File: src/rtl/lock_pkg.sv
package lock_pkg;

    typedef enum logic [1:0] {
        RSP_OK   = 2'd0,
        RSP_FULL = 2'd1,
        RSP_ERR  = 2'd2,
        RSP_HELD = 2'd3
    } rsp_code_e;

    typedef enum logic [1:0] {
        VT_EVICT = 2'd0,
        VT_INVAL = 2'd1,
        VT_FLUSH = 2'd2
    } vt_kind_e;

    typedef enum logic [1:0] {
        S_IDLE   = 2'd0,
        S_DECIDE = 2'd1,
        S_RESP   = 2'd2
    } ctl_state_e;

endpackage

File: src/rtl/lock_entry.sv
module lock_entry #(
    parameter int TAG_W = 10,
    parameter int TID_W = 2,
    parameter int CNT_W = 2
) (
    input  logic             clk,
    input  logic             rst_n,
    input  logic             do_alloc,
    input  logic             do_inc,
    input  logic             do_dec,
    input  logic [TAG_W-1:0] in_tag,
    input  logic [TID_W-1:0] in_tid,
    output logic             valid,
    output logic [TAG_W-1:0] tag,
    output logic [TID_W-1:0] tid,
    output logic [CNT_W-1:0] cnt
);

    localparam logic [CNT_W-1:0] ONE = CNT_W'(1);

    always_ff @(posedge clk) begin
        if (!rst_n) begin
            valid <= 1'b0;
            tag   <= '0;
            tid   <= '0;
            cnt   <= '0;
        end else if (do_alloc) begin
            valid <= 1'b1;
            tag   <= in_tag;
            tid   <= in_tid;
            cnt   <= ONE;
        end else if (do_inc) begin
            cnt <= cnt + ONE;
        end else if (do_dec) begin
            if (cnt == ONE) begin
                valid <= 1'b0;
                cnt   <= '0;
            end else begin
                cnt <= cnt - ONE;
            end
        end
    end


    cnt_pos_chk: assert property (@(posedge clk) disable iff (!rst_n)
        valid |-> (cnt != '0));


    owner_stable_chk: assert property (@(posedge clk) disable iff (!rst_n)
        (valid && $past(valid)) |-> ($stable(tag) && $stable(tid)));


    step_chk: assert property (@(posedge clk) disable iff (!rst_n)
        (valid && $past(valid)) |->
        ($stable(cnt) || cnt == $past(cnt) + ONE || cnt == $past(cnt) - ONE));

endmodule

File: src/rtl/lock_probe.sv
module lock_probe #(
    parameter int N     = 4,
    parameter int TAG_W = 10,
    parameter int TID_W = 2,
    parameter int CNT_W = 2
) (
    input  logic [TAG_W-1:0]          key,
    input  logic [N-1:0]              e_valid,
    input  logic [N-1:0][TAG_W-1:0]   e_tag,
    input  logic [N-1:0][TID_W-1:0]   e_tid,
    input  logic [N-1:0][CNT_W-1:0]   e_cnt,
    output logic                      hit,
    output logic [N-1:0]              hit_vec,
    output logic [TID_W-1:0]          owner,
    output logic [CNT_W-1:0]          depth
);

    always_comb begin
        hit   = 1'b0;
        owner = '0;
        depth = '0;
        for (int i = 0; i < N; i++) begin
            hit_vec[i] = e_valid[i] && (e_tag[i] == key);
            if (hit_vec[i]) begin
                hit   = 1'b1;
                owner = owner | e_tid[i];
                depth = depth | e_cnt[i];
            end
        end
    end

endmodule

File: src/rtl/lock_ctrl.sv
module lock_ctrl
    import lock_pkg::*;
#(
    parameter int N     = 4,
    parameter int TAG_W = 10,
    parameter int TID_W = 2,
    parameter int CNT_W = 2
) (
    input  logic             clk,
    input  logic             rst_n,
    input  logic             req_valid,
    input  logic             req_unlock,
    input  logic [TAG_W-1:0] req_tag,
    input  logic [TID_W-1:0] req_tid,
    input  logic [N-1:0]     ent_valid,
    input  logic             hit,
    input  logic [N-1:0]     hit_vec,
    input  logic [TID_W-1:0] owner,
    input  logic [CNT_W-1:0] depth,
    output logic [TAG_W-1:0] cap_tag,
    output logic [TID_W-1:0] cap_tid,
    output logic [N-1:0]     ent_alloc,
    output logic [N-1:0]     ent_inc,
    output logic [N-1:0]     ent_dec,
    output logic             req_ready,
    output logic             rsp_valid,
    output logic [1:0]       rsp_code
);

    localparam logic [CNT_W-1:0] MAX_DEPTH = {CNT_W{1'b1}};

    ctl_state_e state_q, state_d;
    logic       cap_unlock;
    rsp_code_e  code_q, code_d;
    logic [N-1:0] free_onehot;
    logic         free_any;
    logic [N-1:0] alloc_d, inc_d, dec_d;

    always_ff @(posedge clk) begin
        if (!rst_n) state_q <= S_IDLE;
        else        state_q <= state_d;
    end

    always_comb begin
        state_d = state_q;
        unique case (state_q)
            S_IDLE:   if (req_valid) state_d = S_DECIDE;
            S_DECIDE: state_d = S_RESP;
            S_RESP:   state_d = S_IDLE;
            default:  state_d = S_IDLE;
        endcase
    end

    always_ff @(posedge clk) begin
        if (!rst_n) begin
            cap_unlock <= 1'b0;
            cap_tag    <= '0;
            cap_tid    <= '0;
            code_q     <= RSP_OK;
        end else begin
            if (state_q == S_IDLE && req_valid) begin
                cap_unlock <= req_unlock;
                cap_tag    <= req_tag;
                cap_tid    <= req_tid;
            end
            if (state_q == S_DECIDE) code_q <= code_d;
        end
    end

    // lowest-numbered free entry
    always_comb begin
        free_onehot = '0;
        free_any    = 1'b0;
        for (int i = 0; i < N; i++) begin
            if (!ent_valid[i] && !free_any) begin
                free_onehot[i] = 1'b1;
                free_any       = 1'b1;
            end
        end
    end

    always_comb begin
        code_d  = RSP_OK;
        alloc_d = '0;
        inc_d   = '0;
        dec_d   = '0;
        if (!cap_unlock) begin
            if (hit) begin
                if (owner != cap_tid)        code_d = RSP_HELD;
                else if (depth == MAX_DEPTH) code_d = RSP_ERR;
                else                         inc_d  = hit_vec;
            end else if (free_any) begin
                alloc_d = free_onehot;
            end else begin
                code_d = RSP_FULL;
            end
        end else begin
            if (hit && owner == cap_tid) dec_d  = hit_vec;
            else                         code_d = RSP_ERR;
        end
    end

    always_comb begin
        req_ready = (state_q == S_IDLE);
        rsp_valid = (state_q == S_RESP);
        rsp_code  = code_q;
        ent_alloc = (state_q == S_DECIDE) ? alloc_d : '0;
        ent_inc   = (state_q == S_DECIDE) ? inc_d   : '0;
        ent_dec   = (state_q == S_DECIDE) ? dec_d   : '0;
    end


    rsp_pulse_chk: assert property (@(posedge clk) disable iff (!rst_n)
        rsp_valid |=> !rsp_valid);


    busy_after_accept_chk: assert property (@(posedge clk) disable iff (!rst_n)
        (req_valid && req_ready) |=> !req_ready);


    uniq_hit_chk: assert property (@(posedge clk) disable iff (!rst_n)
        $onehot0(hit_vec));


    full_only_when_full_chk: assert property (@(posedge clk) disable iff (!rst_n)
        (rsp_valid && rsp_code == RSP_FULL) |-> (&ent_valid));


    err_no_change_chk: assert property (@(posedge clk) disable iff (!rst_n)
        (rsp_valid && rsp_code == RSP_ERR) |-> $stable(ent_valid));

endmodule

File: src/rtl/line_lock_table.sv
module line_lock_table
    import lock_pkg::*;
#(
    parameter int ADDR_W     = 16,
    parameter int LINE_BYTES = 64,
    parameter int N_ENTRIES  = 4,
    parameter int TID_W      = 2,
    parameter int CNT_W      = 2
) (
    input  logic              clk,
    input  logic              rst_n,
    input  logic              req_valid,
    input  logic              req_unlock,
    input  logic [ADDR_W-1:0] req_addr,
    input  logic [TID_W-1:0]  req_tid,
    output logic              req_ready,
    output logic              rsp_valid,
    output logic [1:0]        rsp_code,
    input  logic [ADDR_W-1:0] lk_addr,
    input  logic [TID_W-1:0]  lk_tid,
    output logic              lk_foreign,
    output logic [CNT_W-1:0]  lk_depth,
    input  logic              vt_valid,
    input  logic [1:0]        vt_kind,
    input  logic [ADDR_W-1:0] vt_addr,
    output logic              vt_block,
    output logic              vt_flush_fail
);

    localparam int OFF_W = $clog2(LINE_BYTES);
    localparam int TAG_W = ADDR_W - OFF_W;

    logic [N_ENTRIES-1:0]             e_valid;
    logic [N_ENTRIES-1:0][TAG_W-1:0]  e_tag;
    logic [N_ENTRIES-1:0][TID_W-1:0]  e_tid;
    logic [N_ENTRIES-1:0][CNT_W-1:0]  e_cnt;
    logic [N_ENTRIES-1:0]             e_alloc, e_inc, e_dec;

    logic [TAG_W-1:0] cap_tag;
    logic [TID_W-1:0] cap_tid;

    logic                 c_hit, l_hit, v_hit;
    logic [N_ENTRIES-1:0] c_vec, l_vec, v_vec;
    logic [TID_W-1:0]     c_own, l_own, v_own;
    logic [CNT_W-1:0]     c_dep, l_dep, v_dep;

    genvar g;
    generate
        for (g = 0; g < N_ENTRIES; g++) begin : g_ent
            lock_entry #(.TAG_W(TAG_W), .TID_W(TID_W), .CNT_W(CNT_W)) u_ent (
                .clk      (clk),
                .rst_n    (rst_n),
                .do_alloc (e_alloc[g]),
                .do_inc   (e_inc[g]),
                .do_dec   (e_dec[g]),
                .in_tag   (cap_tag),
                .in_tid   (cap_tid),
                .valid    (e_valid[g]),
                .tag      (e_tag[g]),
                .tid      (e_tid[g]),
                .cnt      (e_cnt[g])
            );
        end
    endgenerate

    lock_probe #(.N(N_ENTRIES), .TAG_W(TAG_W), .TID_W(TID_W), .CNT_W(CNT_W)) u_cprobe (
        .key(cap_tag), .e_valid(e_valid), .e_tag(e_tag), .e_tid(e_tid), .e_cnt(e_cnt),
        .hit(c_hit), .hit_vec(c_vec), .owner(c_own), .depth(c_dep)
    );

    lock_probe #(.N(N_ENTRIES), .TAG_W(TAG_W), .TID_W(TID_W), .CNT_W(CNT_W)) u_lprobe (
        .key(lk_addr[ADDR_W-1:OFF_W]), .e_valid(e_valid), .e_tag(e_tag), .e_tid(e_tid),
        .e_cnt(e_cnt), .hit(l_hit), .hit_vec(l_vec), .owner(l_own), .depth(l_dep)
    );

    lock_probe #(.N(N_ENTRIES), .TAG_W(TAG_W), .TID_W(TID_W), .CNT_W(CNT_W)) u_vprobe (
        .key(vt_addr[ADDR_W-1:OFF_W]), .e_valid(e_valid), .e_tag(e_tag), .e_tid(e_tid),
        .e_cnt(e_cnt), .hit(v_hit), .hit_vec(v_vec), .owner(v_own), .depth(v_dep)
    );

    lock_ctrl #(.N(N_ENTRIES), .TAG_W(TAG_W), .TID_W(TID_W), .CNT_W(CNT_W)) u_ctrl (
        .clk        (clk),
        .rst_n      (rst_n),
        .req_valid  (req_valid),
        .req_unlock (req_unlock),
        .req_tag    (req_addr[ADDR_W-1:OFF_W]),
        .req_tid    (req_tid),
        .ent_valid  (e_valid),
        .hit        (c_hit),
        .hit_vec    (c_vec),
        .owner      (c_own),
        .depth      (c_dep),
        .cap_tag    (cap_tag),
        .cap_tid    (cap_tid),
        .ent_alloc  (e_alloc),
        .ent_inc    (e_inc),
        .ent_dec    (e_dec),
        .req_ready  (req_ready),
        .rsp_valid  (rsp_valid),
        .rsp_code   (rsp_code)
    );

    always_comb begin
        lk_foreign    = l_hit && (l_own != lk_tid);
        lk_depth      = l_dep;
        vt_block      = vt_valid && v_hit &&
                        (vt_kind == VT_EVICT || vt_kind == VT_INVAL);
        vt_flush_fail = vt_valid && v_hit && (vt_kind == VT_FLUSH);
    end


    flush_kind_chk: assert property (@(posedge clk) disable iff (!rst_n)
        vt_flush_fail |-> (vt_kind == VT_FLUSH));


    veto_excl_chk: assert property (@(posedge clk) disable iff (!rst_n)
        !(vt_block && vt_flush_fail));


    foreign_held_chk: assert property (@(posedge clk) disable iff (!rst_n)
        lk_foreign |-> (lk_depth != '0));


    lk_vt_agree_chk: assert property (@(posedge clk) disable iff (!rst_n)
        (vt_valid && vt_kind == VT_EVICT && vt_addr == lk_addr) |->
        (vt_block == (lk_depth != '0)));

endmodule

File: config.mk
export PLATFORM = sky130hd
export DESIGN_NAME = line_lock_table
export DESIGN_NICKNAME = d
export VERILOG_FILES = /design/src/rtl/lock_pkg.sv /design/src/rtl/lock_entry.sv /design/src/rtl/lock_probe.sv /design/src/rtl/lock_ctrl.sv /design/src/rtl/line_lock_table.sv
export SDC_FILE = /design/constraint.sdc
export NUM_CORES = 1
export LEC_CHECK = 0
export ABC_AREA = 1
export BUFFER_PORTS_ARGS = -buffer_cell sky130_fd_sc_hd__clkbuf_2
export CORE_ASPECT_RATIO = 0.8
export CORE_MARGIN = 4
export CORE_UTILIZATION = 50
export DETAILED_ROUTE_END_ITERATION = 10
export PLACE_DENSITY = 0.72
export SLEW_MARGIN = 20
export SYNTH_ARGS = -nofsm -noshare
export SYNTH_HDL_FRONTEND = slang
export SYNTH_SLANG_ARGS = --single-unit
File: constraint.sdc
create_clock -name clk -period 2.8 [get_ports clk]
set_clock_uncertainty 0.2 [all_clocks]
set_input_delay 0.14 -clock clk [delete_from_list [all_inputs] [get_ports clk]]
set_output_delay 0.14 -clock clk [all_outputs]
set_load 0.02 [all_outputs]
---- Word-level counts from Yosys, hierarchy flattened ----
Cells that the tools add are included.
word-level totals
  register bits after elaboration ......... 77
  output and inout bits ................... 9
  word-level logic and storage cells ...... 215
operators by class
  add/subtract/negate cells ............... 8
  eq/ne operators ......................... 29
  muxes and demuxes ....................... 87
  bitwise gates (word level) .............. 13
  reduce and logical (&&, ||, !) cells .... 53
operators by type and width
  cell                                                                    count
  10-bit equality test                                                    12
  2-bit 2-to-1 mux                                                        34
  4-bit 2-to-1 mux                                                        12
  1-bit 2-to-1 mux                                                        40
  2-bit OR                                                                12
  2-bit nonzero test                                                      12
  1-bit logical AND                                                       21
  2-bit by 1-bit equality test with 1-bit output (second input constant)  6
  3-bit AND reduction                                                     4
  3-bit nonzero test                                                      4
  2-bit inequality test (second input constant)                           5
  2-bit by 1-bit adder with 2-bit output (second input constant)          4
  2-bit OR reduction                                                      4
  2-bit by 1-bit subtractor with 2-bit output (second input constant)     4
  2-bit equality test (second input constant)                             3
  1-bit zero test                                                         5
  2-bit zero test                                                         2
  2-bit inequality test                                                   2
  2-bit case mux with 2 select lines                                      1
  2-bit equality test                                                     1
  1-bit logical OR                                                        1
  1-bit inverter                                                          1

---- Longest topological paths before layout ----
Gate-level depths: netlist (run 1).
  word-level depth ........................ 17
  depth in mapped cells ................... 20

---- By module ----
A second synthesis (run 1) with hierarchy kept.
second synthesis, totals
  cell total of the unflattened synthesis .. 1252
  area total of the unflattened synthesis .. 6732.7 µm²
modules (own cells, without submodules)
  module                           instances  cells each  area each (µm²)
  lock_probe                       3          274         1184.9
  lock_entry (g_ent[0].u_ent ...)  3          75          580.6
  lock_ctrl                        1          112         773.2
  lock_entry (g_ent[3].u_ent)      1          78          598.1
  line_lock_table                  1          15          65.1

---- Worst setup path before layout (run 1) ----
OpenSTA, ideal clock, no wires.
  path type ............................... reg2reg
  start ................................... register u_ctrl.cap_tag[9]
  end ..................................... register g_ent[2].u_ent.cnt[0]
  setup time .............................. 0.128 ns
  arrival ................................. 1.708 ns
  path slack .............................. 0.764 ns
  stages on the path, launching flop included .. 20
  buffers on the path ..................... 1
  cell sequence ........................... dfxtp_1 buf_6 inv_8 nand2_2 nand2_1 inv_1 nand3_1 nor2_2 nand3_2 nand2_1 nor2_1 nor2_2 nor2_4 nand3_4 nor2_4 o21ai_1 nand2_1 nand2_1 nor2_1 nor2_1
on the way
  cells in the longest elaborated chain, start to end .. 17
  elaborated cells on any way between the ends .. 44
ends and longest elaborated chain
  element                 line              source
  from (decl)             lock_ctrl.sv:20   output logic [TAG_W-1:0] cap_tag,
  from (signal assigned)  lock_ctrl.sv:63   cap_tag <= req_tag;
  10-bit equality test    lock_probe.sv:23  hit_vec[i] = e_valid[i] && (e_tag[i] == key);
  1-bit logical AND       lock_probe.sv:23
  2-bit 2-to-1 mux        lock_probe.sv:24  if (hit_vec[i]) begin
  2-bit OR                lock_probe.sv:27  depth = depth | e_cnt[i];
  2-bit 2-to-1 mux        lock_probe.sv:24
  2-bit OR                lock_probe.sv:27
  2-bit 2-to-1 mux        lock_probe.sv:24
  2-bit OR                lock_probe.sv:27
  2-bit 2-to-1 mux        lock_probe.sv:24
  2-bit equality test     lock_ctrl.sv:90   else if (depth == MAX_DEPTH) code_d = RSP_ERR;
  4-bit 2-to-1 mux        lock_ctrl.sv:90
  4-bit 2-to-1 mux        lock_ctrl.sv:89   if (owner != cap_tid) code_d = RSP_HELD;
  4-bit 2-to-1 mux        lock_ctrl.sv:88   if (hit) begin
  4-bit 2-to-1 mux        lock_ctrl.sv:87   if (!cap_unlock) begin
  4-bit 2-to-1 mux        lock_ctrl.sv:108  ent_inc = (state_q == S_DECIDE) ? inc_d : '0;
  2-bit 2-to-1 mux        lock_entry.sv:32  end else if (do_inc) begin
  1-bit 2-to-1 mux        lock_entry.sv:27  end else if (do_alloc) begin
  to (signal assigned)    lock_entry.sv:33  cnt <= cnt + ONE;
  to (signal assigned)    lock_entry.sv:39  cnt <= cnt - ONE;
  to (decl)               lock_entry.sv:16  output logic [CNT_W-1:0] cnt
Several ways; a longest one is shown, not always the timed one.
A chain may end at the register's enable or synchronous reset.

---- Worst setup path in the final report (run 1) ----
  start ................................... register g_ent[2].u_ent.tag[5]
  end ..................................... output port lk_foreign
on the way
  cells in the longest elaborated chain, start to end .. 7
  elaborated cells on any way between the ends .. 9
ends and longest elaborated chain
  element                   line                    source
  from (decl)               lock_entry.sv:14        output logic [TAG_W-1:0] tag,
  from (signal assigned)    lock_entry.sv:29        tag <= in_tag;
  10-bit equality test (*)  lock_probe.sv:23
  1-bit logical AND (*)     lock_probe.sv:23
  2-bit 2-to-1 mux          lock_probe.sv:24
  2-bit OR                  lock_probe.sv:26        owner = owner | e_tid[i];
  2-bit 2-to-1 mux          lock_probe.sv:24
  2-bit inequality test     line_lock_table.sv:104  lk_foreign = l_hit && (l_own != lk_tid);
  1-bit logical AND (*)     line_lock_table.sv:104
  to (decl)                 line_lock_table.sv:21   output logic lk_foreign,
Mark *: on every way between the ends. The rest lies on a longest branch, timed or not.

==> results.toml, run 1 <==
[place]
dpl.hpwl_um = 16420
port_buffers = 49
pre_cts_ws_ns = 0.1996
place.gp.congestion = 1.028
placed_area_um2 = 5863
dp_cells = 1016

[clock_tree]
clkSlewWorstSetupHoldPaths_ns = 0.06
insertion_delay_ns = 0.35
cts-buffers-inserted = 9
cts_buffer_depth = 2
clockRootBuffer = "clkbuf_16"
tritoncts = "built"
cts.htree.levels = 3
clkSinkCount = 77

[critical_path]
timing.rr.start = "u_ctrl.cap_tag[3]"
ff2ff_path_depth = 12
regToRegEndpoint = "g_ent[2].u_ent.tag[0]"
cp_max_fo = 5
rrSetupSlack_ns = 0.10
cp-start-kind = "flip-flop"
crit_arrival_ns = 2.37
crit_start = "g_ent[2].u_ent.tag[5]"
path_class = "flip-flop to primary output"
crit_path_end_kind = "primary output"
required_ns = 2.46

[sta]
setup_violations = 0
hold_violations = 0
finalCritPeriodShare_pct = 96.96
finalMaxSlewViolations = 0
clock.fmax_mhz = 368.3
tightest_slew_ns = 1.429
period_minus_slack_ns = 2.715
rsz0062_at_grt = "true"
maxSlewHeadroom_pct = 3.856
whs_ns = 0.2742
fin_ws_ns = 0.08509

[finish]
finalNonFillerCells = 1049
diodes = 0
syn_to_final_growth_pct = 16.06
fin_area_um2 = 6382
final_nets = 967
fill_cells = 1032
drive_gt1_share_pct = 19.69

[global_routing]
grt_pass1_vias = 5747
grt_max_degree = 40
gr-total-overflow = 0
antenna_found_initial = 0
grt_usage_pct = 32.63
grt_pass1_wl_um = 31880

[floorplanning]
core_um2 = 10490
die_w_um = 125.3
fp-row-count = 33
initial_core_util_pct = 52.43
dieArea_um2 = 12750
die_y_um = 101.8
io_pins = 68

[pwr]
power_leakage_nw = 2.752
irDropWorstVdd_mv = 0.2885
power_density_nw_per_um2 = 462.6
totalPowerFinal_mw = 2.952

[detailed_routing]
avgRoutedWirePerCell_um = 20.43
ant_nets = 0
wl_met1_um = 9218
top_layer = "met4"
finalWirelength_um = 21440
num_vias = 6394
post-route-drc-count = 0
dr_wl_met2_um = 8809
vias_per_cell = 6.095
wl_met3_um = 2754
firstDrtPassIters = 6
drt_iter0_markers = 964

[run_status]
status = "complete, no violations"

[yosys]
synth.net_count = 902
syn_area_um2 = 5499
synthCells = 839
yosys_warnings = 0
syn_area_per_cell_um2 = 6.554
ys_ff_latch = 77
synth_cell_types = 45
synth-seq-area-share_pct = 28.03

[min_path]
min_path_cells = 2
min_from = "u_ctrl.rsp_code[1]"
holdPathEnd = "u_ctrl.rsp_code[1]"
hp-class = "flip-flop to flip-flop"

[run]
cap_violations = 0
## report_power, final
group	leakage [nW]	internal (mW)	total, mW	switching (mW)
sequential	0.628	1.13	1.19	0.0579
combinational	1.99	0.198	0.607	0.409
clock	0.135	0.630	1.15	0.523
## state kept, by name (all words and copies together) (netlist names)
name,flops
u_ctrl.cap_unlock,1
u_ctrl.rsp_code,2
u_ctrl.cap_tid,2
g_ent.u_ent.valid,4
u_ctrl.state_q,2
u_ctrl.cap_tag,10
g_ent.u_ent.cnt,8
g_ent.u_ent.tid,8
g_ent.u_ent.tag,40
## Yosys cell counts, drive strengths merged
cell type  number  area (um2)
a221oi          2       17.52
o22ai          37       231.5
and3            2       12.51
ha              4       50.05
o221ai          3       26.28
nor3            6       35.03
dfxtp          77        1541
inv           118       475.5
nand2         195       784.5
o211ai          3       22.52
xor2           20       175.2
o41ai           1       8.760
clkbuf         14       52.55
or2             1       6.260
o21ai          85       432.9
nor3b           1       7.510
buf            20       168.9
nand3          42       267.8
nor2           76       370.3
a21oi          82       414.2
xnor2          10       87.58
nand3b          3       22.52
a2111oi         7       61.31
o2111ai         3       26.28
a21boi          1       7.510
nor4           10       62.56
nand4          16       130.1
## final cells by class
cell class	instances	area, um2	share of cell area (%)
multi-input cells	612	3328	52.15
flip-flops and latches	77	1550	24.29
repair buffers	86	568.0	8.900
inverters	118	475.5	7.450
clock buffers	10	239.0	3.744
well taps	140	175.2	2.745
clock inverters	6	46.29	0.7253
## worst max-delay path, cell delays in order (launching register included)
cell and delay [ns]:
dfxtp_1 0.36, inv_1 0.13, o22ai_1 0.09, nor2_1 0.08, nand3_1 0.09, nor4_2 0.27, nand2_1 0.25, o22ai_1 0.18
nor2_1 0.08, xor2_1 0.15, a21boi_1 0.16, clkbuf_2 0.19
## stage by stage
step / setup TNS, ns / utilization (%)
final: 0 / 60.86
after detailed placement: 0 / 55.91
after global placement: 0 / 55.91
after global routing: -0.02342 / 60.86
after floorplan: 0 / -
after CTS: 0 / 59.99
## cells in the final DEF (no fill, tap or decap), types with 3 or more instances in the layout
cell | Yosys | routed
nand3_4 | 3 | 3
o21ai_1 | 11 | 11
inv_1 | 88 | 87
inv_2 | 20 | 21
nor2_4 | 3 | 3
nor3_1 | 5 | 5
nand2_2 | 15 | 15
clkbuf_2 | 0 | 49
a21oi_1 | 81 | 81
ha_1 | 4 | 4
nand4_1 | 14 | 14
xnor2_1 | 10 | 10
nand3_1 | 35 | 35
dfxtp_1 | 77 | 70
nand2_1 | 178 | 178
nand4_4 | 2 | 3
nand3_2 | 4 | 5
clkbuf_16 | 0 | 9
o22ai_1 | 37 | 37
xor2_1 | 20 | 20
a2111oi_0 | 7 | 7
o21ai_0 | 72 | 72
nor2_1 | 59 | 59
nor4_1 | 10 | 7
nand3b_1 | 3 | 3
dfxtp_2 | 0 | 7
inv_4 | 8 | 8
o2111ai_1 | 3 | 3
buf_4 | 5 | 23
o211ai_1 | 3 | 3
dlygate4sd3_1 | 0 | 13
nor2_2 | 12 | 12
o221ai_1 | 3 | 3
## worst max path at each step
stage / endpoint / cells past startpoint
floorplan: lk_foreign / 7
global placement: g_ent[3].u_ent.tag[0] / 11
detailed placement: g_ent[2].u_ent.cnt[0] / 17
CTS: lk_foreign / 10
global route: g_ent[2].u_ent.tag[1] / 12
finish: lk_foreign / 11
## what timing repair did
action | CTS | global route
cloned | 0 | 2
buffers inserted | 0 | 2
hold buffers | 13 | 0
pin swaps | 0 | 5
hold endpoints to repair | 13 | 0
endpoints found under the setup margin | 1 | 23
gates resized for setup | 2 | 12
## cells by family (layout without fill, tap and decap cells)
| family | count (synthesis) | count (layout) | share of synthesized area, % |
|---|---|---|---|
| AO/OA/AOI/OAI | 224 | 224 | 22.71 |
| XOR/XNOR | 30 | 30 | 4.778 |
| buffers and inverters | 152 | 220 | 12.67 |
| adder cells (fa/ha/maj) | 4 | 4 | 0.9102 |
| flip-flops | 77 | 77 | 28.03 |
| AND/OR/NAND/NOR | 352 | 354 | 30.90 |
## metal layers
metal | global-route usage [%] | up-vias
li1 | - | 2953
met1 | 46.32 | 2939
met2 | 50.14 | 428
met3 | 6.800 | 74
met4 | 10.08 | 0
met5 | 0 | -
Power figures use the tool's default switching activity.
==> run 2: changes to the inputs <==
- CAP_MARGIN: default -> 20
- CTS_CLUSTER_DIAMETER: default -> 80
- MAX_ROUTING_LAYER: default -> met4
==> results.toml, run 2 (synthesis results as in run 1) <==
[run_status]
status = "complete, no violations"

[detailed_routing]
num_vias = 6306
post-route-drc-count = 0
drt_iter0_markers = 746
finalWirelength_um = 21930
avgRoutedWirePerCell_um = 20.97
vias_per_cell = 6.029
ant_nets = 0
firstDrtPassIters = 6

[finish]
reg_top3 = "g_ent.u_ent.tag: 40 flops, u_ctrl.cap_tag: 10 flops"
final_cell_mix = "177 x nand2_1, 87 x inv_1, 81 x a21oi_1, 69 x o21ai_0, 66 x dfxtp_1"
regMostFlops = "g_ent.u_ent.tag"
diodes = 0
drive_gt1_share_pct = 20.31
largest_reg_flops = 40
final_common_cell = "nand2_1"
syn_to_final_growth_pct = 16.56
final_nets = 964

[clock_tree]
cts-buffers-inserted = 9
cts.htree.levels = 3
cts_buffer_depth = 2
clockRootBuffer = "clkbuf_16"
clkSinkCount = 77
insertion_delay_ns = 0.35
clkSlewWorstSetupHoldPaths_ns = 0.07
tritoncts = "built"

[critical_path]
critPathTopFamily = "buffers and inverters"
cp-start-kind = "flip-flop"
required_ns = 2.46
slowest_delay_ns = 0.42
critPathMostFrequentCell = "buf_4"
crit_path_end_kind = "primary output"
worst-path-buf-inv = 4
path_class = "flip-flop to primary output"
timing.rr.start = "g_ent[1].u_ent.tag[5]"
slowest_stage = "dfxtp_2"
path_cells = "o22ai_1 -> inv_1 -> nand4_1 -> nor4_2 -> buf_4 -> nand2_1 -> buf_4 -> o22ai_1 -> nor2_1 -> xor2_1 -> a21boi_1 -> buf_4"
cp_max_fo = 6
regToRegEndpoint = "g_ent[2].u_ent.cnt[0]"
ff2ff_path_depth = 19
rrSetupSlack_ns = 0.10
crit_start = "g_ent[1].u_ent.tag[9]"
crit_arrival_ns = 2.37

[global_routing]
grt_pass1_vias = 5830
antenna_found_initial = 0
grt_pass1_wl_um = 32280
gr-total-overflow = 0
grt_max_degree = 39
grt_usage_pct = 34.18

[floorplanning]
dieArea_um2 = 12750
io_pins = 68
die_y_um = 101.8
fp-row-count = 33
die_w_um = 125.3
initial_core_util_pct = 52.43
core_um2 = 10490

[place]
port_buffers = 49
place.gp.congestion = 1.024
dpl.hpwl_um = 16580

[sta]
period_minus_slack_ns = 2.712
fin_setup_tns_ns = 0
hold_violations = 0
maxSlewHeadroom_pct = 45.58
rsz0062_at_grt = "true"
finalMaxSlewViolations = 0
clock.fmax_mhz = 368.8
finalCritPeriodShare_pct = 96.85
setup_violations = 0
tightest_slew_ns = 0.8096

[run]
cap_violations = 0

[pwr]
power_leakage_nw = 2.792
irDropWorstVdd_mv = 0.3658
power_density_nw_per_um2 = 488.7
totalPowerFinal_mw = 3.133

[min_path]
min_from = "u_ctrl.rsp_code[0]"
hp-class = "flip-flop to flip-flop"
min_path_cells = 2
holdPathEnd = "u_ctrl.rsp_code[0]"
-- run 2: changes by cell type in the layout (fill, tap and decap cells not counted), sizes merged --
cell / before / now
bufinv: 0 / 2
buf: 24 / 23
clkinv: 3 / 1
nand3: 43 / 42
clkinvlp: 2 / 1
-- run 2: power by group --
part	internal, mW	switching, mW	leakage [nW]
sequential	1.14	0.0641	0.630
combinational	0.193	0.398	2.00
clock	0.832	0.510	0.162
-- run 2: routing by layer --
metal  part of all wire (%)  wire [um]  vias to the layer above  GRT usage [%]
li1                       -          -                     2945              -
met1                     42       9295                     2894          45.57
met2                     42       9227                      425          50.35
met3                     14       2962                       42          10.65
met4                    2.0        446                        0          9.250
met5                      0          0                        -              -
-- run 2: cell type report --
cell class / count / area, um2
Clock buffer: 11 / 252.7
Clock inverter: 5 / 81.33
Fill cell: 1047 / 4078
Inverter: 118 / 475.5
Multi-Input combinational cell: 611 / 3314
Sequential cell: 77 / 1555
Tap cell: 140 / 175.2
Timing Repair Buffer: 84 / 555.5
-- run 2: repair_timing --
item / 4_1_cts / 5_1_grt
gates cloned: 0 / 1
hold endpoints to repair: 13 / 0
resized for setup: 1 / 25
setup buffers: 0 / 3
endpoints found under the setup margin: 1 / 22
pin swaps: 0 / 5
hold buffers: 13 / 0
-- run 2: how the worst max path moves through the flow --
stage | end | cells past startpoint
global route | lk_foreign | 12
finish | lk_foreign | 12
floorplan | lk_foreign | 7
detailed placement | g_ent[3].u_ent.tag[0] | 11
global placement | g_ent[3].u_ent.tag[0] | 11
CTS | lk_foreign | 11
-- run 2: worst register-to-register path, cell delays in order (launching register included) --
cell     delay (ns)
dfxtp_1        0.48
inv_1          0.16
nand2_1        0.14
nand2_1        0.07
nor2_1         0.09
nand2_1        0.07
nor2_2         0.22
nand3_1        0.10
nand2_1        0.09
inv_1          0.05
nand2_1        0.07
nand2_2        0.09
nand2_4        0.13
nor2_8         0.07
inv_2          0.14
nor2_2         0.07
nor2_1         0.12
nor2_1         0.07
nor2_1         0.09
nor2_1         0.04
-- run 2: metrics by stage --
step | instances | instance area (um2) | hold slack [ns] | util [%] | setup WS [ns]
finish | 1046 | 6410 | 0.2678 | 61.12 | 0.08831
global route | 1046 | 6410 | 0.2889 | 61.12 | -0.07450
CTS | 1042 | 6311 | 0.2672 | 60.18 | 0.05744
detailed placement | 1013 | 5841 | 0.2262 | 55.69 | 0.1018
global placement | 1013 | 5841 | 0.2188 | 55.69 | 0.2019
floorplan | 839 | 5499 | 0.1333 | - | 0.7636
